===== config.mk =====
export PLATFORM = sky130hd
export DESIGN_NAME = supv_reset_seq
export DESIGN_NICKNAME = d
export VERILOG_FILES = /design/src/rtl/supv_reset_pkg.sv /design/src/rtl/supv_mr_sync.sv /design/src/rtl/supv_holdoff_timer.sv /design/src/rtl/supv_reset_seq.sv
export SDC_FILE = /design/constraint.sdc
export NUM_CORES = 1
export LEC_CHECK = 0
export ABC_AREA = 1
export CAP_MARGIN = 15
export CORE_AREA = 2 2 39 41
export CTS_BUF_LIST = sky130_fd_sc_hd__clkbuf_2
export DETAILED_ROUTE_END_ITERATION = 12
export DIE_AREA = 0 0 41 43
export PLACE_DENSITY = 0.39
export SETUP_SLACK_MARGIN = 0.2
export SYNTH_ARGS = -nofsm -noshare
export SYNTH_HDL_FRONTEND = slang
export SYNTH_SLANG_ARGS = --single-unit

===== constraint.sdc =====
create_clock -name clk -period 1.13 [get_ports clk]
set_input_delay 0.226 -clock clk [delete_from_list [all_inputs] [get_ports clk]]
set_output_delay 0.226 -clock clk [all_outputs]
set_load 0.005 [all_outputs]

===== src/rtl/supv_reset_pkg.sv =====
package supv_reset_pkg;

    typedef struct packed {
        logic uv;
        logic lockout;
        logic manual;
    } rst_cause_t;

    typedef enum logic {
        HOLD_RELEASED = 1'b0,
        HOLD_ACTIVE   = 1'b1
    } hold_state_e;

    function automatic logic cause_present(input rst_cause_t c);
        return c.uv | c.lockout | c.manual;
    endfunction

    function automatic int unsigned cnt_width(input int unsigned delay);
        return (delay < 2) ? 1 : $clog2(delay);
    endfunction

endpackage


===== src/rtl/supv_mr_sync.sv =====
module supv_mr_sync #(
    parameter int unsigned STAGES = 2
) (
    input  logic clk,
    input  logic rst,
    input  logic async_n_i,
    output logic sync_n_o
);
    logic [STAGES-1:0] chain_q;

    always_ff @(posedge clk) begin
        if (rst) chain_q <= '1;
        else     chain_q <= {chain_q[STAGES-2:0], async_n_i};
    end

    assign sync_n_o = chain_q[STAGES-1];

    // synchronised level is the input seen STAGES edges earlier (two stages here)
    assert_sync_latency_R3: assert property (@(posedge clk) disable iff (rst)
        (!$past(rst) && !$past(rst, 2)) |-> (sync_n_o == $past(async_n_i, 2)));
endmodule


===== src/rtl/supv_holdoff_timer.sv =====
module supv_holdoff_timer
    import supv_reset_pkg::*;
#(
    parameter int unsigned DELAY_CYCLES = 5
) (
    input  logic clk,
    input  logic rst,
    input  logic cause_i,
    output logic hold_o
);
    localparam int unsigned CW = cnt_width(DELAY_CYCLES);
    localparam logic [CW-1:0] LAST = CW'(DELAY_CYCLES - 1);

    hold_state_e state_q;
    logic [CW-1:0] cnt_q;

    always_ff @(posedge clk) begin
        if (rst || cause_i) begin
            state_q <= HOLD_ACTIVE;
            cnt_q   <= '0;
        end else if (state_q == HOLD_ACTIVE) begin
            if (cnt_q == LAST) begin
                state_q <= HOLD_RELEASED;
                cnt_q   <= '0;
            end else begin
                cnt_q <= cnt_q + 1'b1;
            end
        end
    end

    assign hold_o = (state_q == HOLD_ACTIVE);

    // a cause restarts the count and keeps the hold
    assert_restart_R5: assert property (@(posedge clk) disable iff (rst)
        cause_i |=> (hold_o && cnt_q == '0));
    // release only after the final count with no cause present
    assert_release_R4: assert property (@(posedge clk) disable iff (rst)
        $fell(hold_o) |-> ($past(cnt_q) == LAST && !$past(cause_i)));
    // once released, stays released while quiet
    assert_stay_R4: assert property (@(posedge clk) disable iff (rst)
        (!hold_o && !cause_i) |=> !hold_o);
endmodule


===== src/rtl/supv_reset_seq.sv =====
module supv_reset_seq
    import supv_reset_pkg::*;
#(
    parameter int unsigned DELAY_CYCLES = 5
) (
    input  logic clk,
    input  logic rst,
    input  logic uv_flag_i,
    input  logic lockout_i,
    input  logic mr_async_n_i,
    output logic sys_rst_n_o,
    output logic rst_active_o
);
    logic       mr_sync_n;
    logic       hold;
    rst_cause_t cause;

    supv_mr_sync #(.STAGES(2)) u_mr_sync (
        .clk      (clk),
        .rst      (rst),
        .async_n_i(mr_async_n_i),
        .sync_n_o (mr_sync_n)
    );

    always_comb begin
        cause.uv      = uv_flag_i;
        cause.lockout = lockout_i;
        cause.manual  = ~mr_sync_n;
    end

    supv_holdoff_timer #(.DELAY_CYCLES(DELAY_CYCLES)) u_timer (
        .clk    (clk),
        .rst    (rst),
        .cause_i(cause_present(cause)),
        .hold_o (hold)
    );

    assign sys_rst_n_o  = ~(hold | cause_present(cause));
    assign rst_active_o = ~sys_rst_n_o;


    assert_uv_low_R1: assert property (@(posedge clk) disable iff (rst)
        uv_flag_i |-> !sys_rst_n_o);

    assert_lockout_low_R2: assert property (@(posedge clk) disable iff (rst)
        lockout_i |-> !sys_rst_n_o);
    // first cycle after block reset still holds reset
    assert_after_init_R7: assert property (@(posedge clk)
        $past(rst) |-> !sys_rst_n_o);

    assert_status_R8: assert property (@(posedge clk) disable iff (rst)
        rst_active_o != sys_rst_n_o);
endmodule


==> flow_summary.yaml, run 1 <==
outcome:
  outcome: "finished, final reports clean"
timing:
  post-route-period-util_pct: 99.1
  slew_headroom_pct: 90.4
  rsz0062_at_grt: "true"
  setup_slack_ns: 0.0103
  fin_crit_ns: 1.12
  slew_viol_final: 0
  fmax_mhz: 893
  hold_violations: 0
  fin_skew_ns: 0.00164
  tightestPinTransition_ns: 0.144
  setup_violations: 0
critical_path:
  critPathBufInv: 2
  critPathSlowestCell: "dfxtp_2"
  rr_endpoint: "u_timer.cnt_q[1]$_SDFFE_PP0P_"
  crit_path_start_kind: "flip-flop"
  crit_type: "flip-flop to output pin"
  worst_ep_arrival_time_ns: 0.89
  r2r_cells: 5
  cp_top_family: "flip-flops"
  cp.required_ns: 0.90
  slowest_delay_ns: 0.33
  worstPathCellList: "nand2_2, nor2_2, nand2_1, inv_1, buf_2"
  crit_fanout: 2
  r2r_slack_ns: 0.25
  critPathCaptureType: "output pin"
  worstReg2RegStart: "u_timer.cnt_q[0]$_SDFFE_PP0P_"
floorplan:
  die_h_um: 43
  core_sq_mm: 0.00138
  die_x_um: 41
  rows: 14
  initial_utilization_pct: 19.3
  dieArea_sq_mm: 0.00176
  top_level_ports: 7
logic_synthesis:
  syn_nets: 44
  synthFlopType: "dfxtp_1"
  synth_edf_count: 0
  async_flop_share_pct: 0
  yosys-top-cells-area: "dfxtp_1 (45%), nand2_1 (13%), inv_1 (9.8%), ha_1 (9.3%), nand3_1 (7.5%)"
  synth.distinct_cells: 9
  synth_top_area_cell: "dfxtp_1"
  synthesis.area_sq_um: 268
  synth_common_cells: "nand2_1 (9), inv_1 (7), dfxtp_1 (6)"
  synth_cells: 37
  ys_ff_latch: 6
  ys_seq_area_share_pct: 44.9
  yosysMostFrequentCell: "nand2_1"
  yosysWarnings: 0
  netlist.area_leader.share_pct: 44.9
  syn_avg_cell_area_sq_um: 7.24
layout:
  multi_input_area_sq_um: 169
  n_fill_cell: 167
  seqCellArea_sq_um: 124
  drive_above_1_share_pct: 52.8
  area_delta_synth_final_pct: 69.6
  final_nets: 62
  antennaDiodeCount: 0
pwr:
  netSwitchingFraction_pct: 23.3
  power.density_mw_per_mm2: 922
  p_switching_mw: 0.0975
  seqPwrFrac_pct: 52.6
  power_frac_comb_pct: 12.2
  power_leakage_nw: 0.230
  internal_power_mw: 0.321
  ir_drop_mv: 0.463
  power_mw: 0.419
  clockPowerShare_pct: 35.2
clocking:
  cts_tree: "done"
  cts_buffer_depth: 2
  worstSkewPairLatency_ns: 0.22
  root_buffer: "clkbuf_2"
  clk_pin_slew_ns: 0.06
  cts_made_buffers: 3
  htree_num_levels: 1
  cts.sinks: 6
drt:
  met1_length_um: 269
  routedWlPerCell_um: 7.86
  initialDrtViolationCount: 2
  dr_wl_met2_um: 228
  drc_errors: 0
  first_pass_iters: 2
  route.met3.wl_um: 34
  dr_total_vias: 256
  ant_nets: 0
  wl_um: 542
  highest_layer: "met4"
  viasPerCell: 3.71
global_route:
  track_usage_pct: 8.15
  antenna_found_initial: 0
  grt_max_degree: 6
  grt_pass1_vias: 242
  grt_first_pass_wirelength_um: 897
  overflow: 0
flow_run:
  drv_cap: 0
hold_path:
  whs_endpoint: "u_mr_sync.chain_q[1]$_SDFF_PP1_"
  whs_path_depth: 1
  min_from: "u_mr_sync.chain_q[0]$_SDFF_PP1_"
  hp-class: "flip-flop to flip-flop"
placed_design:
  port_buffers: 6
  dp_worst_setup_slack_ns: -0.581
  gp_congestion: 0.702
## how the worst max path moves through the flow
stage / from / endpoint / cells after the start
floorplan: u_timer.cnt_q[0]$_SDFFE_PP0P_ / u_timer.cnt_q[0]$_SDFFE_PP0P_ / 5
global placement: uv_flag_i / sys_rst_n_o / 7
detailed placement: uv_flag_i / sys_rst_n_o / 7
CTS: u_mr_sync.chain_q[1]$_SDFF_PP1_ / sys_rst_n_o / 5
global route: u_mr_sync.chain_q[1]$_SDFF_PP1_ / sys_rst_n_o / 5
finish: u_mr_sync.chain_q[1]$_SDFF_PP1_ / sys_rst_n_o / 5
## sequential cells by signal (all words and copies together), names as in the netlist
| signal | flops |
|---|---|
| u_timer.cnt_q | 3 |
| u_timer.hold_o | 1 |
| u_mr_sync.chain_q | 2 |
## cell usage in the layout (no fill, tap or decap), types with 2 or more instances in the layout
cell / count
nor2_1: 3
dlygate4sd2_1: 2
nand3_2: 3
buf_2: 2
buf_4: 7
a21oi_2: 2
inv_2: 2
inv_1: 5
clkbuf_2: 3
or2_2: 2
dfxtp_1: 3
nand2_1: 7
dfxtp_2: 3
clkdlybuf4s50_1: 2
## routing by layer
metal  global-route usage, %  up-vias
li1                        -      145
met1                    9.71      103
met2                    9.38        6
met3                    3.14        2
met4                    10.0        0
met5                       0        -
## stage by stage
| step | hold slack (ns) | cell area (sq um) | std cells | TNS, ns | utilization [%] |
|---|---|---|---|---|---|
| after floorplan | 0.330 | 268 | 37 | 0 | - |
| after global placement | 0.396 | 378 | 63 | -1.10 | 27.3 |
| after detailed placement | 0.395 | 378 | 63 | -1.11 | 27.3 |
| after CTS | 0.410 | 417 | 68 | -0.0823 | 30.1 |
| after global routing | 0.426 | 454 | 69 | -0.113 | 32.8 |
| final | 0.408 | 454 | 69 | 0 | 32.8 |
## power by group through the flow
stage	registers [mW]	logic, mW	clock network (mW)
floorplan	0.223	0.0144	0
global placement	0.224	0.0375	0
detailed placement	0.224	0.0375	0
CTS	0.220	0.0436	0.160
global route	0.221	0.0572	0.163
finish	0.220	0.0511	0.147
## cells by family (layout without fill, tap and decap cells)
group / count (synthesis) / in the layout / share of synthesized area, %
AO/OA/AOI/OAI: 3 / 3 / 5.61
adder cells (fa/ha/maj): 2 / 2 / 9.34
buffers and inverters: 7 / 23 / 9.81
flip-flops: 6 / 6 / 44.9
AND/OR/NAND/NOR: 19 / 19 / 30.4
## cell type report
type | count | area share [%]
timing repair buffer | 13 | 22.0
sequential | 6 | 27.3
inverter | 7 | 5.79
clock buffer | 3 | 3.31
multi-input combinational | 24 | 37.2
tap | 16 | 4.41
## timing repair
action | 4_1_cts | 5_1_grt
hold buffers | 0 | 0
endpoints found under the hold margin | 0 | 0
pin swaps | 4 | 5
buffers inserted | 2 | 1
setup endpoints to repair | 5 | 5
resized for setup | 19 | 7
No activity file was read; power rests on OpenSTA's default activity.
==> inputs of run 2 (changes only) <==
--- a/config.mk
+++ b/config.mk
@@ -11,8 +11,9 @@
 export CTS_BUF_LIST = sky130_fd_sc_hd__clkbuf_2
 export DETAILED_ROUTE_END_ITERATION = 12
 export DIE_AREA = 0 0 41 43
-export PLACE_DENSITY = 0.39
+export PLACE_DENSITY_LB_ADDON = 0.3
 export SETUP_SLACK_MARGIN = 0.2
+export SKIP_CTS_REPAIR_TIMING = 1
 export SYNTH_ARGS = -nofsm -noshare
 export SYNTH_HDL_FRONTEND = slang
 export SYNTH_SLANG_ARGS = --single-unit
==> run 2 against run 1 <==
  * The flow now finishes with violations (negative setup slack)
  * Critical path type unchanged
  * Via count is 3.9% higher
  * Final cell count is 2.9% lower
  * Register-to-register slack worse by 0.03 ns
  * Clock skew is 0.0063 ns higher
  * Setup slack worse by 0.036 ns
  * Non-clock buffer count is 2 lower
==> flow_summary.yaml, run 2 (synthesis results as in run 1) <==
outcome:
  outcome: "complete, but fails checks"
  violations: "negative setup slack"
global_route:
  grt_max_degree: 6
  grt_first_pass_wirelength_um: 883
  antenna_found_initial: 0
  grt_pass1_vias: 254
  track_usage_pct: 7.63
  overflow: 0
clocking:
  cts.sinks: 6
  cts_tree: "done"
  clk_pin_slew_ns: 0.06
  htree_num_levels: 1
  root_buffer: "clkbuf_2"
  cts_made_buffers: 3
  worstSkewPairLatency_ns: 0.22
  cts_buffer_depth: 2
layout:
  largest_reg_flops: 3
  layout_common_cells: "nand2_1 (7), inv_1 (5), buf_4 (5)"
  stdcell_area_sq_um: 445
  area_delta_synth_final_pct: 66.4
  drive_above_1_share_pct: 47.1
  final_nets: 60
  top_register: "u_timer.cnt_q"
  antennaDiodeCount: 0
  n_fill_cell: 156
  final_common_cell: "nand2_1"
pwr:
  power_leakage_nw: 0.226
  ir_drop_mv: 0.274
  power_mw: 0.414
  power.density_mw_per_mm2: 929
critical_path:
  critPathSlowestCell: "dfxtp_2"
  worst_ep_arrival_time_ns: 0.93
  rr_endpoint: "u_timer.cnt_q[1]$_SDFFE_PP0P_"
  critPathCaptureType: "output pin"
  r2r_cells: 4
  crit_type: "flip-flop to output pin"
  crit_fanout: 2
  cp.required_ns: 0.90
  r2r_slack_ns: 0.22
  worstPathCellList: "nand2_2, nor2_2, nand2_1, inv_1, clkbuf_2"
  worstReg2RegStart: "u_timer.cnt_q[0]$_SDFFE_PP0P_"
  slowest_delay_ns: 0.33
  crit_path_start_kind: "flip-flop"
floorplan:
  dieArea_sq_mm: 0.00176
  core_sq_mm: 0.00138
  die_x_um: 41
  initial_utilization_pct: 19.3
  top_level_ports: 7
  rows: 14
  die_h_um: 43
hold_path:
  whs_endpoint: "u_timer.cnt_q[1]$_SDFFE_PP0P_"
  whs_path_depth: 4
  hp-class: "input port to flip-flop"
  min_from: "uv_flag_i"
timing:
  hold_violations: 0
  fin_skew_ns: 0.00789
  tightestPinTransition_ns: 0.177
  setup_violations: 2
  rsz0062_at_grt: "true"
  setup_slack_ns: -0.0259
  slew_viol_final: 0
  fin_crit_ns: 1.16
  fmax_mhz: 865
  post-route-period-util_pct: 102
  slew_headroom_pct: 88.2
  fin_tns_setup_ns: -0.0508
drt:
  ant_nets: 0
  routedWlPerCell_um: 8.16
  drc_errors: 0
  dr_total_vias: 266
  initialDrtViolationCount: 3
  wl_um: 547
  viasPerCell: 3.97
  first_pass_iters: 2
flow_run:
  drv_cap: 0
placed_design:
  dp_hpwl_um: 375
  gp_congestion: 0.631
  port_buffers: 6
  dpl_cell_area_sq_um: 370
[run 2: changes by cell type in the layout (fill, tap and decap cells not counted), sizes merged]
cell          delta
dlymetal6s2s     +3
clkbuf           +1
buf              -4
dlygate4sd2      -2
[run 2: critical path, delay by kind of cell, from the launching register on]
family	cells	cell delay, ns
flip-flops	1	0.33
AND/OR/NAND/NOR	3	0.23
buffers and inverters	2	0.15
[run 2: area by class of cell]
type                            count  area (sq um)  area share (%)
Inverter                            7          26.3            5.90
Sequential cell                     6           124            27.8
Clock buffer                        3          15.0            3.37
Multi-Input combinational cell     24           160            36.0
Tap cell                           16          20.0            4.49
Timing Repair Buffer               11           100            22.5
[run 2: worst max-delay path by stage]
stage                                               start                       endpoint  slack (ns)
after floorplan             u_timer.cnt_q[0]$_SDFFE_PP0P_  u_timer.cnt_q[0]$_SDFFE_PP0P_        0.23
after global placement                          uv_flag_i                    sys_rst_n_o       -0.56
after detailed placement                        uv_flag_i                    sys_rst_n_o       -0.58
after CTS                                       uv_flag_i                    sys_rst_n_o       -0.58
after global routing      u_mr_sync.chain_q[1]$_SDFF_PP1_                    sys_rst_n_o       -0.12
final                     u_mr_sync.chain_q[1]$_SDFF_PP1_                    sys_rst_n_o       -0.03
[run 2: where the power goes]
part	leakage (nW)	internal [mW]	switching, mW	total, mW
Combinational	0.164	0.0294	0.0173	0.0468
Clock	0.0125	0.0719	0.0748	0.147
Sequential	0.0495	0.218	0.00298	0.220
Total	0.226	0.319	0.0951	0.414
[run 2: per-stage QoR]
| stage | cells | setup WS, ns | utilization [%] | hold WS, ns |
|---|---|---|---|---|
| finish | 67 | -0.0259 | 32.2 | 0.377 |
| detailed placement | 62 | -0.582 | 26.8 | 0.400 |
| floorplan | 37 | 0.229 | - | 0.330 |
| CTS | 65 | -0.584 | 27.8 | 0.409 |
| global placement | 62 | -0.564 | 26.8 | 0.393 |
| global route | 67 | -0.121 | 32.2 | 0.408 |
[run 2: routing by layer]
layer  vias to the layer above  GRT usage [%]  share of wire (%)
met4                         0           2.00                  0
li1                        140              -                  -
met1                       119           8.36                 41
met5                         -              0                  0
met3                         0           6.28                8.0
met2                         7           10.9                 51
==> inputs of run 3 (changes only) <==
--- a/config.mk
+++ b/config.mk
@@ -12,7 +12,7 @@
 export DETAILED_ROUTE_END_ITERATION = 12
 export DIE_AREA = 0 0 41 43
 export PLACE_DENSITY_LB_ADDON = 0.3
-export SETUP_SLACK_MARGIN = 0.2
+export SETUP_SLACK_MARGIN = 0.5
 export SKIP_CTS_REPAIR_TIMING = 1
 export SYNTH_ARGS = -nofsm -noshare
 export SYNTH_HDL_FRONTEND = slang
==> run 3 against run 2 <==
  * The flow still finishes with violations (negative setup slack)
  * Total power is 2.2% higher
  * Non-clock buffer count is the same
  * Clock skew is 0.0071 ns lower
  * Clock-buffer cell count unchanged
  * Worst hold slack got worse by 0.15 ns
  * Setup slack got worse by 0.0024 ns
  * Via count decreased by 1.9%
  * Wire length grew 5.1%
  * Register-to-register slack gained 0.02 ns
==> flow_summary.yaml, run 3 (synthesis results as in run 1) <==
critical_path:
  critPathSlowestCell: "dfxtp_2"
  worstPathCellList: "nand2_2, nor2_4, nand2_2, inv_2, clkbuf_2"
  crit_type: "flip-flop to output pin"
  crit_fanout: 2
  r2r_cells: 5
  worstReg2RegStart: "u_timer.cnt_q[0]$_SDFFE_PP0P_"
  cp_top_family: "flip-flops"
  r2r_slack_ns: 0.24
  slowest_delay_ns: 0.33
  rr_endpoint: "u_timer.cnt_q[0]$_SDFFE_PP0P_"
  critPathBufInv: 2
  crit_path_start_kind: "flip-flop"
  critPathCaptureType: "output pin"
  worst_ep_arrival_time_ns: 0.93
  cpMostUsedCell: "nand2_2"
  cp.required_ns: 0.90
floorplan:
  initial_utilization_pct: 19.3
  die_x_um: 41
  die_h_um: 43
  dieArea_sq_mm: 0.00176
  rows: 14
  core_sq_mm: 0.00138
  top_level_ports: 7
layout:
  n_fill_cell: 149
  layout_common_cells: "nand2_1 (5), clkbuf_2 (5), buf_4 (5), dfxtp_2 (5)"
  seqCellArea_sq_um: 126
  area_delta_synth_final_pct: 79.0
  largest_reg_flops: 3
  stdcell_area_sq_um: 479
  multi_input_area_sq_um: 194
  top_register: "u_timer.cnt_q"
  drive_above_1_share_pct: 66.7
  final_core_util_pct: 34.6
  final_nets: 60
  antennaDiodeCount: 0
clocking:
  root_buffer: "clkbuf_2"
  worstSkewPairLatency_ns: 0.22
  cts_buffer_depth: 2
  htree_num_levels: 1
  cts_tree: "done"
  cts.sinks: 6
  cts_made_buffers: 3
  clk_pin_slew_ns: 0.06
drt:
  ant_nets: 0
  routedWlPerCell_um: 8.58
  initialDrtViolationCount: 0
  viasPerCell: 3.90
  first_pass_iters: 1
  dr_total_vias: 261
  drc_errors: 0
  wl_um: 575
pwr:
  power_mw: 0.423
  power_leakage_nw: 0.250
  power.density_mw_per_mm2: 883
  ir_drop_mv: 0.390
timing:
  rsz0062_at_grt: "true"
  slew_headroom_pct: 89.8
  whs_ns: 0.223
  setup_slack_ns: -0.0283
  post-route-period-util_pct: 103
  fin_tns_setup_ns: -0.0298
  setup_violations: 2
  tightestPinTransition_ns: 0.153
  fmax_mhz: 863
  slew_viol_final: 0
  fin_crit_ns: 1.16
  hold_violations: 0
  fin_skew_ns: 0.000797
global_route:
  grt_max_degree: 6
  antenna_found_initial: 0
  track_usage_pct: 7.83
  grt_first_pass_wirelength_um: 876
  grt_pass1_vias: 243
  overflow: 0
outcome:
  violations: "negative setup slack"
  outcome: "complete, but fails checks"
hold_path:
  min_from: "mr_async_n_i"
  hp-class: "input port to flip-flop"
  whs_path_depth: 2
  whs_endpoint: "u_mr_sync.chain_q[0]$_SDFF_PP1_"
placed_design:
  dp_hpwl_um: 393
  port_buffers: 6
  gp_congestion: 0.638
  dpl_cell_area_sq_um: 390
flow_run:
  drv_cap: 0
-- run 3: cell types whose count changed in the layout (fill, tap and decap cells not counted), sizes merged --
cell           delta
dlymetal6s2s      +1
clkbuf            +1
clkdlybuf4s50     -2
-- run 3: worst max path at each step --
stage	start	to	slack (ns)	cells after the start
after floorplan	u_timer.cnt_q[0]$_SDFFE_PP0P_	u_timer.cnt_q[1]$_SDFFE_PP0P_	0.27	4
after global placement	uv_flag_i	sys_rst_n_o	-0.62	7
after detailed placement	uv_flag_i	sys_rst_n_o	-0.62	7
after CTS	uv_flag_i	sys_rst_n_o	-0.63	7
after global routing	u_mr_sync.chain_q[1]$_SDFF_PP1_	sys_rst_n_o	-0.11	5
final	u_mr_sync.chain_q[1]$_SDFF_PP1_	sys_rst_n_o	-0.03	5
-- run 3: worst reg2reg max path: cells and delay by family, from the launching register on --
family                   cells  cell delay, ns
AO/OA/AOI/OAI                1            0.12
adder cells (fa/ha/maj)      1            0.16
buffers and inverters        1            0.05
flip-flops                   1            0.35
AND/OR/NAND/NOR              2            0.14
-- run 3: cell type report --
type	instances	area share, %
well taps	16	4.18
flip-flops and latches	6	26.4
clock buffers	3	3.13
inverters	7	5.48
multi-input cells	24	40.5
repair buffers	11	20.4
-- run 3: layer usage --
metal | vias to the layer above | GRT usage (%) | routed length [um]
met5 | - | 0 | 0
met2 | 4 | 10.9 | 307
li1 | 142 | - | -
met4 | 0 | 10.0 | 6
met1 | 113 | 8.04 | 242
met3 | 2 | 1.57 | 18
-- run 3: per-stage QoR --
step / cells / setup WS (ns)
after floorplan: 37 / 0.268
after detailed placement: 61 / -0.619
final: 67 / -0.0283
after CTS: 64 / -0.626
after global placement: 61 / -0.624
after global routing: 67 / -0.106
-- run 3: power by group --
part | leakage (nW) | internal (mW) | switching (mW) | total [mW]
clock network | 0.0125 | 0.0720 | 0.0763 | 0.148
registers | 0.0488 | 0.218 | 0.00303 | 0.221
logic | 0.189 | 0.0316 | 0.0224 | 0.0539
